## src/rtl/dbgpin_pkg.sv

```systemverilog
package dbgpin_pkg;
  parameter int unsigned PIN_CNT = 4;
  parameter int unsigned MODE_W  = 2;
  parameter int unsigned DBG_PIN = 1;
  parameter int unsigned MBX_PIN = 3;
  localparam int unsigned CFG_W  = PIN_CNT * MODE_W;

  typedef enum logic [MODE_W-1:0] {
    MODE_OFF = 2'b00,
    MODE_EVT = 2'b01,
    MODE_DBG = 2'b10,
    MODE_MBX = 2'b11
  } pin_mode_e;

  typedef struct packed {
    logic [PIN_CNT-1:0] flip;
    logic               dbgSet;
    logic               dbgClr;
    logic               mbxSet;
    logic               mbxClr;
  } pin_strb_t;
endpackage

```

## src/rtl/dbgpin_ctrl.sv

```systemverilog
module dbgpin_ctrl
  import dbgpin_pkg::*;
(
  input  logic                            clk,
  input  logic                            rst,
  input  logic                            cfgWe,
  input  logic [CFG_W-1:0]                cfgData,
  input  logic [PIN_CNT-1:0]              evtHit,
  input  logic                            dbgEnter,
  input  logic                            dbgExit,
  input  logic                            mbxHostWr,
  input  logic                            mbxCoreRdHi,
  output logic [PIN_CNT-1:0][MODE_W-1:0]  modeQ,
  output pin_strb_t                       strb
);
  logic [PIN_CNT-1:0] pendQ, pendD, lastQ, modeChg, want, isEvt;

  always_comb begin
    strb = '0;
    for (int i = 0; i < PIN_CNT; i++) begin
      modeChg[i]   = cfgWe && (cfgData[i*MODE_W +: MODE_W] != modeQ[i]);
      want[i]      = evtHit[i] | pendQ[i];
      isEvt[i]     = (modeQ[i] == MODE_EVT);
      strb.flip[i] = !rst && !modeChg[i] && isEvt[i] && want[i] && !lastQ[i];
      pendD[i]     = !modeChg[i] && isEvt[i] && want[i] && lastQ[i];
    end
    strb.dbgSet = dbgEnter;
    strb.dbgClr = dbgExit & ~dbgEnter;
    strb.mbxSet = mbxHostWr;
    strb.mbxClr = mbxCoreRdHi & ~mbxHostWr;
  end

  always_ff @(posedge clk) begin
    if (rst) begin
      modeQ <= '0;
      pendQ <= '0;
      lastQ <= '0;
    end else begin
      if (cfgWe) begin
        for (int i = 0; i < PIN_CNT; i++)
          modeQ[i] <= cfgData[i*MODE_W +: MODE_W];
      end
      pendQ <= pendD;
      lastQ <= strb.flip;
    end
  end

  assert_no_back_to_back_R2: assert property (@(posedge clk) disable iff (rst)
    (strb.flip != '0) |=> ((strb.flip & $past(strb.flip)) == '0));

  for (genvar g = 0; g < PIN_CNT; g++) begin : g_chk
    assert_pend_drains_R3: assert property (@(posedge clk) disable iff (rst)
      (pendQ[g] && !modeChg[g]) |-> strb.flip[g]);
    assert_mode_chg_clears_R7: assert property (@(posedge clk) disable iff (rst)
      modeChg[g] |=> !pendQ[g]);
  end
endmodule

```

## src/rtl/dbgpin_dp.sv

```systemverilog
module dbgpin_dp
  import dbgpin_pkg::*;
(
  input  logic                            clk,
  input  logic                            rst,
  input  logic [PIN_CNT-1:0][MODE_W-1:0]  modeQ,
  input  pin_strb_t                       strb,
  output logic [PIN_CNT-1:0]              pinOut
);
  logic [PIN_CNT-1:0] togLvl;
  logic               dbgState, mbxFull;

  always_ff @(posedge clk) begin
    if (rst) begin
      togLvl   <= '0;
      dbgState <= 1'b0;
      mbxFull  <= 1'b0;
    end else begin
      togLvl <= togLvl ^ strb.flip;
      if (strb.dbgSet)      dbgState <= 1'b1;
      else if (strb.dbgClr) dbgState <= 1'b0;
      if (strb.mbxSet)      mbxFull <= 1'b1;
      else if (strb.mbxClr) mbxFull <= 1'b0;
    end
  end

  for (genvar g = 0; g < PIN_CNT; g++) begin : g_pin
    localparam bit HAS_DBG = (g == DBG_PIN);
    localparam bit HAS_MBX = (g == MBX_PIN);
    always_comb begin
      unique case (pin_mode_e'(modeQ[g]))
        MODE_EVT: pinOut[g] = togLvl[g];
        MODE_DBG: pinOut[g] = HAS_DBG ? dbgState : 1'b0;
        MODE_MBX: pinOut[g] = HAS_MBX ? mbxFull : 1'b0;
        default:  pinOut[g] = 1'b0;
      endcase
    end
    if (!HAS_DBG) begin : g_nodbg
      assert_illegal_dbg_R4: assert property (@(posedge clk) disable iff (rst)
        (modeQ[g] == MODE_DBG) |-> !pinOut[g]);
    end
  end

  assert_toggle_level_R1: assert property (@(posedge clk) disable iff (rst)
    (strb.flip != '0) |=> (togLvl == ($past(togLvl) ^ $past(strb.flip))));
  assert_dbg_enter_R5: assert property (@(posedge clk) disable iff (rst)
    strb.dbgSet |=> dbgState);
  assert_dbg_exit_R5: assert property (@(posedge clk) disable iff (rst)
    strb.dbgClr |=> !dbgState);
  assert_mbx_write_wins_R6: assert property (@(posedge clk) disable iff (rst)
    strb.mbxSet |=> mbxFull);
  assert_mbx_read_clears_R6: assert property (@(posedge clk) disable iff (rst)
    strb.mbxClr |=> !mbxFull);
  assert_reset_clear_R8: assert property (@(posedge clk)
    rst |=> (pinOut == '0));
endmodule

```

## src/rtl/dbg_pin_drive.sv

```systemverilog
module dbg_pin_drive
  import dbgpin_pkg::*;
(
  input  logic               clk,
  input  logic               rst,
  input  logic               cfgWe,
  input  logic [CFG_W-1:0]   cfgData,
  input  logic [PIN_CNT-1:0] evtHit,
  input  logic               dbgEnter,
  input  logic               dbgExit,
  input  logic               mbxHostWr,
  input  logic               mbxCoreRdHi,
  output logic [PIN_CNT-1:0] pinOut
);
  logic [PIN_CNT-1:0][MODE_W-1:0] modeQ;
  pin_strb_t                      strb;

  dbgpin_ctrl u_ctrl (
    .clk(clk), .rst(rst), .cfgWe(cfgWe), .cfgData(cfgData), .evtHit(evtHit),
    .dbgEnter(dbgEnter), .dbgExit(dbgExit), .mbxHostWr(mbxHostWr),
    .mbxCoreRdHi(mbxCoreRdHi), .modeQ(modeQ), .strb(strb)
  );

  dbgpin_dp u_dp (
    .clk(clk), .rst(rst), .modeQ(modeQ), .strb(strb), .pinOut(pinOut)
  );
endmodule

```

## config.mk

```make
export PLATFORM = sky130hd
export DESIGN_NAME = dbg_pin_drive
export DESIGN_NICKNAME = d
export VERILOG_FILES = /design/src/rtl/dbgpin_pkg.sv /design/src/rtl/dbgpin_ctrl.sv /design/src/rtl/dbgpin_dp.sv /design/src/rtl/dbg_pin_drive.sv
export SDC_FILE = /design/constraint.sdc
export NUM_CORES = 1
export LEC_CHECK = 0
export ABC_CLOCK_PERIOD_IN_PS = 3800
export BUFFER_PORTS_ARGS = -buffer_cell sky130_fd_sc_hd__buf_2
export CORE_MARGIN = 2
export CORE_UTILIZATION = 50
export DETAILED_ROUTE_END_ITERATION = 6
export PLACE_DENSITY = 0.75
export SLEW_MARGIN = 20
export SYNTH_ARGS = -nofsm -noshare
export SYNTH_HDL_FRONTEND = slang
export SYNTH_SLANG_ARGS = --single-unit
```

## constraint.sdc

```tcl
create_clock -name clk -period 3.8 [get_ports clk]
set_input_delay 0.38 -clock clk [delete_from_list [all_inputs] [get_ports clk]]
set_output_delay 0.38 -clock clk [all_outputs]
set_load 0.01 [all_outputs]
```

==> results of run 1 <==
## metal layers
layer  up-vias  share of wire [%]
li1        392                  -
met1       338                 46
met2        10                 49
met3         2                4.1
met4         0               0.96
met5         -                  0
## sequential cells by signal (all words and copies together), names as in the netlist
register / flops
u_ctrl.modeQ: 8
u_ctrl.lastQ: 4
u_ctrl.pendQ: 4
u_dp.togLvl: 4
u_dp.dbgState: 1
u_dp.mbxFull: 1
## cell usage after synthesis
master	number	area (µm²)
a2111oi_0	1	8.760
nor4_1	2	12.51
buf_4	1	7.510
nand3_1	2	10.01
a2111oi_2	1	15.01
nor2b_1	2	12.51
a21boi_1	1	7.510
nor3_1	3	15.01
xnor2_1	3	26.28
inv_1	7	26.28
nor3b_1	1	7.510
buf_6	1	11.26
xor2_1	4	35.03
mux2i_1	9	90.09
ha_1	2	25.02
or4_1	1	7.510
and3_1	2	12.51
nand2b_1	4	25.02
a21oi_1	3	15.01
o31ai_1	1	7.510
nand2_1	2	7.510
a22oi_1	1	7.510
and2_1	3	18.77
nor2_1	17	63.81
clkbuf_1	1	3.750
dfxtp_1	22	440.4
o211ai_1	1	7.510
o21ai_0	4	20.02
## path summary, 6_finish.rpt
| path | end | cells past startpoint | slack (ns) | from |
|---|---|---|---|---|
| max | pinOut[1] | 5 | 2.10 | u_ctrl.modeQ[2] |
| min reg2reg | u_ctrl.lastQ[3] | 1 | 0.46 | u_ctrl.lastQ[3] |
| min | u_dp.dbgState | 3 | 0.29 | dbgEnter |
| max reg2reg | u_dp.togLvl[1] | 4 | 2.43 | u_ctrl.modeQ[2] |
## cell usage in the layout, fill, tap and decap left out, drive strengths merged, types with 4 or more instances in the layout
cell    count
buf        22
clkbuf      4
dfxtp      22
inv         7
mux2i       9
nand2b      4
nor2       17
o21ai       4
xor2        4
## through the flow
stage,utilization [%],setup WS [ns],cell area [µm²]
finish,63.15,2.103,1102
global route,63.15,1.987,1102
CTS,63.15,2.080,1102
detailed placement,61.08,2.300,1066
global placement,61.08,2.357,1066
floorplan,-,2.529,947.2
## layout make-up
type                       count  area (µm²)
sequential                    22       440.4
tap                           25       31.28
inverter                       7       26.28
timing repair buffer          22       110.1
multi-input combinational     70       457.9
clock buffer                   4       36.28
fill                         157       643.1
## kinds of logic (layout without fill, tap and decap cells)
| family | count (synthesis) | after routing | share of synthesized area [%] |
|---|---|---|---|
| xor gates and xnor gates | 7 | 7 | 6.473 |
| buffers and inverters | 10 | 33 | 5.152 |
| adders and majority gates | 2 | 2 | 2.642 |
| AOI/OAI and AO/OA | 13 | 13 | 9.380 |
| muxes | 9 | 9 | 9.512 |
| DFF | 22 | 22 | 46.50 |
| and+or+nand+nor | 39 | 39 | 20.34 |
## report_power, final
part / internal, mW / switching [mW]
clock network: 0.0583 / 0.0653
registers: 0.239 / 0.00653
logic: 0.0224 / 0.0235
total: 0.320 / 0.0953
## critical path, stage by stage, from the launching register on
cell,delay [ns]
dfxtp_1,0.41
inv_1,0.07
ha_1,0.19
a22oi_1,0.18
nor2_1,0.05
buf_2,0.13
==> results.md, run 1 <==
* Core Region at 0.001745 mm²
* Routed Wire Length at 1561 µm
* HPWL after DPL at 1234 µm
* Total clock sinks at 22
* Setup repair bufs after CTS at 0
* Skew-Pair Late Insertion Delay at 0.29 ns
* Cts bufs inserted at 3
* Power Total at 0.4151 mW
* Maximum fanout along the worst path at 4
* Met2 usage at 25.41%
* Sum of negative setup slack at 0 ns
* Via count at 742
* GR peak layer: met2
* # nets final at 147
* Synth Cell Area at 947.2 µm²
* Pleak at 0.4921 nW
* Clock transition at path regs at 0.12 ns
* I/O Pins at 23
* CP Launch Type: flop
* CTS resizes at 0
* Setup CP Type: reg2out
* Final setup viols at 0
* Pwr dens at 376.6 mW/mm²
* Final Skew at 0.002359 ns
* Via-to-Cell Ratio at 4.947
* Number of iterations in the first detailed-routing pass at 4
* Slew headroom at 70.59%
* Largest net degree at the start of global routing at 19
* CTS Buffer Depth at 2
* GPL Wtd Cong at 0.7723
* Fin crit period at 1.697 ns
* Synthesis-stage register bit count at 22
* Initial antenna violation count at 0
* Die Wd at 47.53 µm
* Hold Buf Count CTS at 0
* N_diodes at 0
* Clock tree root driver cell: clkbuf_4
* Yosys warning count at 0
* M1 GR Usage at 19.82%
* H-Tree Depth at 1
* Fin cells at 150
* Crit share post-route at 44.67%
* MaxCap Viol Count at 0
* Post-Synthesis Cells at 102
* Worst min path class: in2reg
* Worst EP arrival at 1.32 ns
* Total grt overflow at 0
* Status: complete, no violations
* # DRC at 0
* Full die area at 0.002259 mm²
* CTS tree: built
* Crit path capture type: output pin
* Met3 GRT Util at 4.528%
* Syn Area/Cell at 9.286 µm²
* Placed insts at 146
* Vias in the first global route at 605
* Post-DRT Antenna Nets at 0
* Worst EP required at 3.42 ns
* Syn-to-layout area delta at 16.38%
* First-pass GRT wire length at 2449 µm
* Final Max Tran Viols at 0
* WL/cell at 10.41 µm
* Share of layout cells above drive strength 1 at 21.60%
* Synth cell types at 28
* VDD IR max at 0.3152 mV
* Initial Util at 54.27%
* Final-report hold violation count at 0
* Total Routing Usage GR at 15.59%
* Worst-Margin Slew at 0.4300 ns
* Num rows at 15
* Unrepaired setup endpoints after global routing: false
* Hold_ws at 0.2931 ns
* Port bufs at 22
* Drt initial violations at 3
* F_max at 589.2 MHz
* Syn nets at 123
* Die H at 47.53 µm
* Sequential area share after synthesis at 46.50%
No activity file was read; power rests on OpenSTA's default activity.
==> run 2, diff against run 1 <==
- ABC_AREA: default -> 1
- ABC_CLOCK_PERIOD_IN_PS: 3800 -> 1550
- CORE_UTILIZATION: 50 -> 46
- PLACE_DENSITY: 0.75 -> 0.72
- clock period: 3.8 -> 1.55 ns (I/O delays scaled with it)
==> results.md, run 2 <==
* CP Launch Type: flop
* VDD IR max at 0.7260 mV (+130%)
* Number of iterations in the first detailed-routing pass at 4 (unchanged)
* Setup ws final at 0.1435 ns (-1.959 ns)
* Fin crit period at 1.407 ns
* Pwr dens at 967.0 mW/mm² (+160%)
* WL/cell at 8.871 µm (-15%)
* HPWL after DPL at 1372 µm (+11%)
* Synth cell types at 19 (-32%)
* Commonest cells after routing, fill and taps aside: nand2_1, inv_1, buf_2, dfxtp_1, nor2_1
* Sum of negative setup slack at 0 ns (unchanged)
* Clock tree root driver cell: clkbuf_4
* Vias in the first global route at 804 (+33%)
* Crit share post-route at 90.74%
* Worst EP arrival at 1.25 ns (-0.07 ns)
* Worst min path class: in2reg
* Total grt overflow at 0 (unchanged)
* Commonest non-fill, non-tap cell in the layout: nand2_1
* Total Routing Usage GR at 14.35% (-1.2 points)
* Worst path buffer plus inverter count at 2 (unchanged)
* Total clock sinks at 22 (unchanged)
* Pleak at 0.5902 nW (+20%)
* Core Region at 0.002148 mm² (+23%)
* Status: complete, no violations
* GPL Wtd Cong at 0.7113 (-7.9%)
* Drt initial violations at 12 (+9)
* Final-report hold violation count at 0 (unchanged)
* CTS Buffer Depth at 2 (unchanged)
* Clock transition at path regs at 0.13 ns (about the same)
* Post-DRT Antenna Nets at 0 (unchanged)
* HP Start: mbxHostWr
* Num rows at 17 (+2)
* Leading area contributor after synthesis: dfxtp_1
* Largest net degree at the start of global routing at 16 (-3)
* Worst-Margin Slew at 0.2542 ns (-0.1759 ns)
* Syn-to-layout area delta at 18.53%
* Initial Util at 47.47% (-6.8 points)
* Synth area leaders: dfxtp_1, nand2_1, inv_1
* F_max at 711.0 MHz
* Initial antenna violation count at 0 (unchanged)
* Max reg flops at 8 (unchanged)
* Port bufs at 22 (unchanged)
* # DRC at 0 (unchanged)
* Worst EP required at 1.39 ns (-2.03 ns)
* Filler Cell Count at 208 (+32%)
* Die Wd at 51.08 µm (+7.5%)
* Cts bufs inserted at 3 (unchanged)
* Hold Buf Count CTS at 0 (unchanged)
* Ys flop type: dfxtp_1
* Via count at 883 (+19%)
* Via-to-Cell Ratio at 4.552 (-8.0%)
* Cell chain of the critical path: inv_1 > ha_1 > a21oi_1 > buf_2
* Pre-CTS setup slack at 0.4418 ns (-1.858 ns)
* Post-Synthesis Cells at 142 (+39%)
* Top reg by flops: u_ctrl.modeQ
* H-Tree Depth at 1 (unchanged)
* Commonest cells in the netlist: nand2_1, inv_1, dfxtp_1
* CTS tree: built
* Routed Wire Length at 1721 µm (+10%)
* Crit path capture type: output pin
* First-pass GRT wire length at 2877 µm (+17%)
* Post-synth EDFFs at 0 (unchanged)
* Crit-path leading delay family: flip-flops
* Top-count cell post-synth: nand2_1
* Sequential area share after synthesis at 43.19% (-3.3 points)
* Setup CP Type: reg2out
* Yosys warning count at 0 (unchanged)
* Max stage delay on crit path at 0.37 ns (-0.04 ns)
* Maximum fanout along the worst path at 3 (-1)
* Skew-Pair Late Insertion Delay at 0.30 ns (about the same)
* Full die area at 0.002609 mm² (+16%)
* N_diodes at 0 (unchanged)
* Synthesis-stage register bit count at 22 (unchanged)
* Launch point of the worst path: u_ctrl.modeQ[2]
* MaxCap Viol Count at 0 (unchanged)
* I/O Pins at 23 (unchanged)
* R2R Path Start: u_ctrl.modeQ[3]
* Unrepaired setup endpoints after global routing: false
* Final Max Tran Viols at 0 (unchanged)
* Syn nets at 163 (+33%)
* Share of layout cells above drive strength 1 at 23.49% (+1.9 points)
* # nets final at 188 (+28%)
* Yosys top cell area share at 43.19% (-3.3 points)
* Async SR Flop Fraction at 0% (unchanged)
* Die H at 51.08 µm (+7.5%)
* Final Skew at 0.01065 ns (+0.008295 ns)
* Synth Cell Area at 0.001020 mm² (+7.7%)
* Slew headroom at 83.05% (+12 points)
* Final setup viols at 0 (unchanged)
* Hold_ws at 0.04645 ns (-0.2467 ns)
* Syn Area/Cell at 7.181 µm² (-23%)
* Crit-path slowest cell: dfxtp_2
* Setup repair bufs after CTS at 0 (unchanged)
[run 2: cell types whose count changed after synthesis, sizes merged, moves of 4 or more]
cell / before / now
a21oi: 3 / 10
nor2: 17 / 24
nand2: 2 / 34
nand2b: 4 / 0
xor2: 4 / 0
mux2i: 9 / 0
o21ai: 4 / 11
inv: 7 / 27
[run 2: final cells by class]
type / count / area (µm²) / share of cell area [%]
multi-input cells: 91 / 465.4 / 38.51
repair buffers: 22 / 110.1 / 9.110
clock inverters: 1 / 30.03 / 2.484
inverters: 27 / 103.9 / 8.592
clock buffers: 3 / 22.52 / 1.863
well taps: 28 / 35.03 / 2.899
flip-flops and latches: 22 / 441.7 / 36.54
[run 2: layer usage]
layer | vias up | GRT usage (%) | part of all wire [%]
met5 | - | 0 | 0
met4 | 0 | 5.405 | 0.76
met3 | 2 | 2.632 | 4.0
met2 | 13 | 28.14 | 51
met1 | 386 | 14.75 | 44
li1 | 482 | - | -
[run 2: final timing paths]
kind	cells after the start	slack [ns]	endpoint
setup / recovery	4	0.14	pinOut[1]
hold / removal	3	0.05	u_dp.mbxFull
setup reg to reg	8	0.42	u_dp.togLvl[1]
hold reg to reg	2	0.47	u_ctrl.pendQ[0]
[run 2: what timing repair did]
item | in CTS | in global routing
resized for setup | 0 | 1
setup endpoints to repair | 0 | 1
endpoints found under the hold margin | 0 | 0
[run 2: cells by family (layout without fill, tap and decap cells)]
group / Yosys count / in the layout / share of synthesized area (%)
AOI/OAI and AO/OA: 21 / 21 / 11.04
xor gates and xnor gates: 3 / 3 / 2.577
adders and majority gates: 2 / 2 / 2.454
buffers and inverters: 29 / 53 / 11.17
DFF: 22 / 22 / 43.19
and+or+nand+nor: 65 / 65 / 29.57
[run 2: report_power, final]
| part | switching (mW) | internal, mW | leakage [nW] |
|---|---|---|---|
| registers | 0.0162 | 0.588 | 0.180 |
| clock network | 0.167 | 0.261 | 0.0279 |
| logic | 0.0779 | 0.0578 | 0.382 |
[run 2: stage by stage]
| step | cell area (µm²) | std cells | power [mW] | utilization, % |
|---|---|---|---|---|
| floorplan | 1020 | 142 | 0.7076 | - |
| global placement | 1155 | 190 | 0.7469 | 53.76 |
| detailed placement | 1155 | 190 | 0.7540 | 53.76 |
| CTS | 1207 | 194 | 1.184 | 56.20 |
| global route | 1209 | 194 | 1.226 | 56.26 |
| finish | 1209 | 194 | 1.169 | 56.26 |
[run 2: worst register-to-register path, stage by stage, from the launching register on]
cell and delay (ns):
dfxtp_1 0.36, inv_2 0.07, ha_1 0.17, nand2_2 0.06, nor2_2 0.13, nand3_1 0.11
nand2_1 0.07, inv_1 0.04, nor2_1 0.08
==> run 3, diff against run 2 <==
- PLACE_DENSITY: 0.72 -> 0.73
- SYNTH_HIERARCHICAL: default -> 1
==> results.md, run 3 <==
* Status: complete, no violations
* # DRC at 0 (unchanged)
* Leading area contributor after synthesis: dfxtp_1
* GPL Wtd Cong at 0.7491 (+5.3%)
* Commonest cells in the netlist: nor2_1, dfxtp_1, inv_1, nand2_1
* HPWL after DPL at 1264 µm (-7.9%)
* Top-count cell post-synth: nor2_1
* Die Wd at 49.77 µm (-2.6%)
* I/O Pins at 23 (unchanged)
* Flop pwr share at 59.3% (+7.6 points)
* Drt initial violations at 11 (-1)
* Ys flop type: dfxtp_1
* Routed Wire Length at 1671 µm (-2.9%)
* Async SR Flop Fraction at 0% (unchanged)
* Post-Synthesis Cells at 135 (-4.9%)
* CP Launch Type: flop
* Post-synth EDFFs at 0 (unchanged)
* Initial Util at 49.11% (+1.6 points)
* H-Tree Depth at 1 (unchanged)
* Launch point of the worst path: u_ctrl/modeQ[2]
* Final setup viols at 0 (unchanged)
* Clock tree root driver cell: clkbuf_4
* CTS resizes at 0 (unchanged)
* Setup repair bufs after CTS at 0 (unchanged)
* Clock transition at path regs at 0.11 ns (-0.02 ns)
* F_max at 701.0 MHz (-1.4%)
* MaxCap Viol Count at 0 (unchanged)
* Syn nets at 156 (-4.3%)
* WL/cell at 9.082 µm (+2.4%)
* Worst min path class: in2reg
* Synth Cell Area at 963.4 µm² (-5.5%)
* Post-route cell area at 0.001110 mm² (-8.2%)
* Port bufs at 22 (unchanged)
* Largest net degree at the start of global routing at 18 (+2)
* HP Start: dbgEnter
* Slew headroom at 79.61% (-3.4 points)
* Number of iterations in the first detailed-routing pass at 3 (-1)
* Pwr dens at 915.6 mW/mm² (-5.3%)
* Worst EP required at 1.39 ns (about the same)
* N_diodes at 0 (unchanged)
* Yosys warning count at 6 (+6)
* Yosys top cell area share at 45.71% (+2.5 points)
* Num rows at 16 (-1)
* Final-report hold violation count at 0 (unchanged)
* CTS tree: built
* Clk pwr share at 30.3% (-6.4 points)
* Full die area at 0.002477 mm² (-5.1%)
* Total Routing Usage GR at 15.88% (+1.5 points)
* Unrepaired setup endpoints after global routing: false
* Skew-Pair Late Insertion Delay at 0.30 ns (about the same)
* Core Region at 0.001962 mm² (-8.7%)
* P_int at 0.7761 mW (-14%)
* Commonest non-fill, non-tap cell in the layout: nor2_1
* Total grt overflow at 0 (unchanged)
* Fin crit period at 1.426 ns (+0.01992 ns)
* Crit share post-route at 92.03% (+1.3 points)
* Max reg flops at 8 (unchanged)
* Top reg by flops: u_ctrl/modeQ
* # nets final at 179 (-4.8%)
* Synth area leaders: dfxtp_1, nor2_1, inv_1
* Synthesis-stage register bit count at 22 (unchanged)
* Sequential area share after synthesis at 45.71% (+2.5 points)
* Sum of negative setup slack at 0 ns (unchanged)
* Hold Buf Count CTS at 0 (unchanged)
* Vias in the first global route at 817 (+1.6%)
* Post-DRT Antenna Nets at 0 (unchanged)
* Dpl cell area at 0.001074 mm² (-7.0%)
* Syn Area/Cell at 7.136 µm² (-0.62%)
* Final Skew at 0.002350 ns (-0.008304 ns)
* Sw frac at 23.62% (+1.2 points)
* Via count at 824 (-6.7%)
* First-pass GRT wire length at 3077 µm (+7.0%)
* Setup CP Type: reg2out
* Net Sw Power at 0.2400 mW (-8.3%)
* Total clock sinks at 22 (unchanged)
* Maximum fanout along the worst path at 4 (+1)
* Final Max Tran Viols at 0 (unchanged)
* Cts bufs inserted at 3 (unchanged)
* Via-to-Cell Ratio at 4.478 (-1.6%)
* Die H at 49.77 µm (-2.6%)
* Synth cell types at 15 (-4)
* Combinational share of power at 10.4% (-1.2 points)
* CTS Buffer Depth at 2 (unchanged)
* Crit path capture type: output pin
* Initial antenna violation count at 0 (unchanged)
* VDD IR max at 0.5310 mV (-27%)
* Pleak at 0.5340 nW (-9.5%)
* Syn-to-layout area delta at 15.19%
* Share of layout cells above drive strength 1 at 22.29% (-1.2 points)
* Commonest cells after routing, fill and taps aside: nor2_1, buf_2, inv_1, nand2_1, dfxtp_1
* Worst-Margin Slew at 0.3059 ns (+0.05173 ns)
* R2R Path Start: u_ctrl/modeQ[0]
* Worst EP arrival at 1.27 ns (+0.02 ns)
## run 3: worst max-delay path, cell delays in order (launching register included)
cell,delay [ns]
dfxtp_1,0.39
inv_1,0.06
ha_1,0.30
a21oi_2,0.10
buf_2,0.13
## run 3: kinds of logic (layout without fill, tap and decap cells)
logic type / after synthesis / in the layout / synth area share [%]
adders and majority gates: 2 / 2 / 2.597
buffers and inverters: 27 / 49 / 12.47
and+or+nand+nor: 68 / 68 / 28.05
DFF: 22 / 22 / 45.71
AOI/OAI and AO/OA: 16 / 16 / 11.17
## run 3: power groups by stage
stage | Clock (mW) | Combinational, mW | Sequential, mW
after CTS | 0.320 | 0.107 | 0.603
after floorplan | 0 | 0.0742 | 0.612
after global placement | 0 | 0.101 | 0.615
final | 0.308 | 0.106 | 0.602
after detailed placement | 0 | 0.106 | 0.616
after global routing | 0.348 | 0.122 | 0.607
## run 3: metrics by stage
stage / total power, mW / util (%) / instances / hold slack, ns / setup slack (ns)
after floorplan: 0.6861 / - / 135 / 0.2241 / 0.5680
after global placement: 0.7158 / 54.72 / 180 / 0.4081 / 0.4892
after detailed placement: 0.7215 / 54.72 / 180 / 0.4147 / 0.4445
after CTS: 1.029 / 56.57 / 184 / 0.07629 / 0.09297
after global routing: 1.077 / 56.57 / 184 / 0.07867 / 0.01100
final: 1.016 / 56.57 / 184 / 0.09091 / 0.1236
## run 3: metal layers
layer	vias up	track usage, %	wire, µm
met3	0	3.030	74
li1	447	-	-
met2	15	28.44	800
met4	0	7.870	0
met1	362	17.75	796
met5	-	0	0
## run 3: layout make-up
cell class	instances	area, µm²
multi-input cells	86	402.9
inverters	23	86.33
well taps	27	33.78
repair buffers	22	110.1
flip-flops and latches	22	440.4
fillers	196	852.1
clock buffers	4	36.28
## run 3: worst paths after layout
kind	slack (ns)	depth (start not counted)	endpoint
worst min register to register	0.44	1	u_ctrl/lastQ[1]
worst max register to register	0.49	7	u_dp/togLvl[0]
worst max-delay path	0.12	4	pinOut[1]
worst min-delay path	0.09	3	u_dp/dbgState
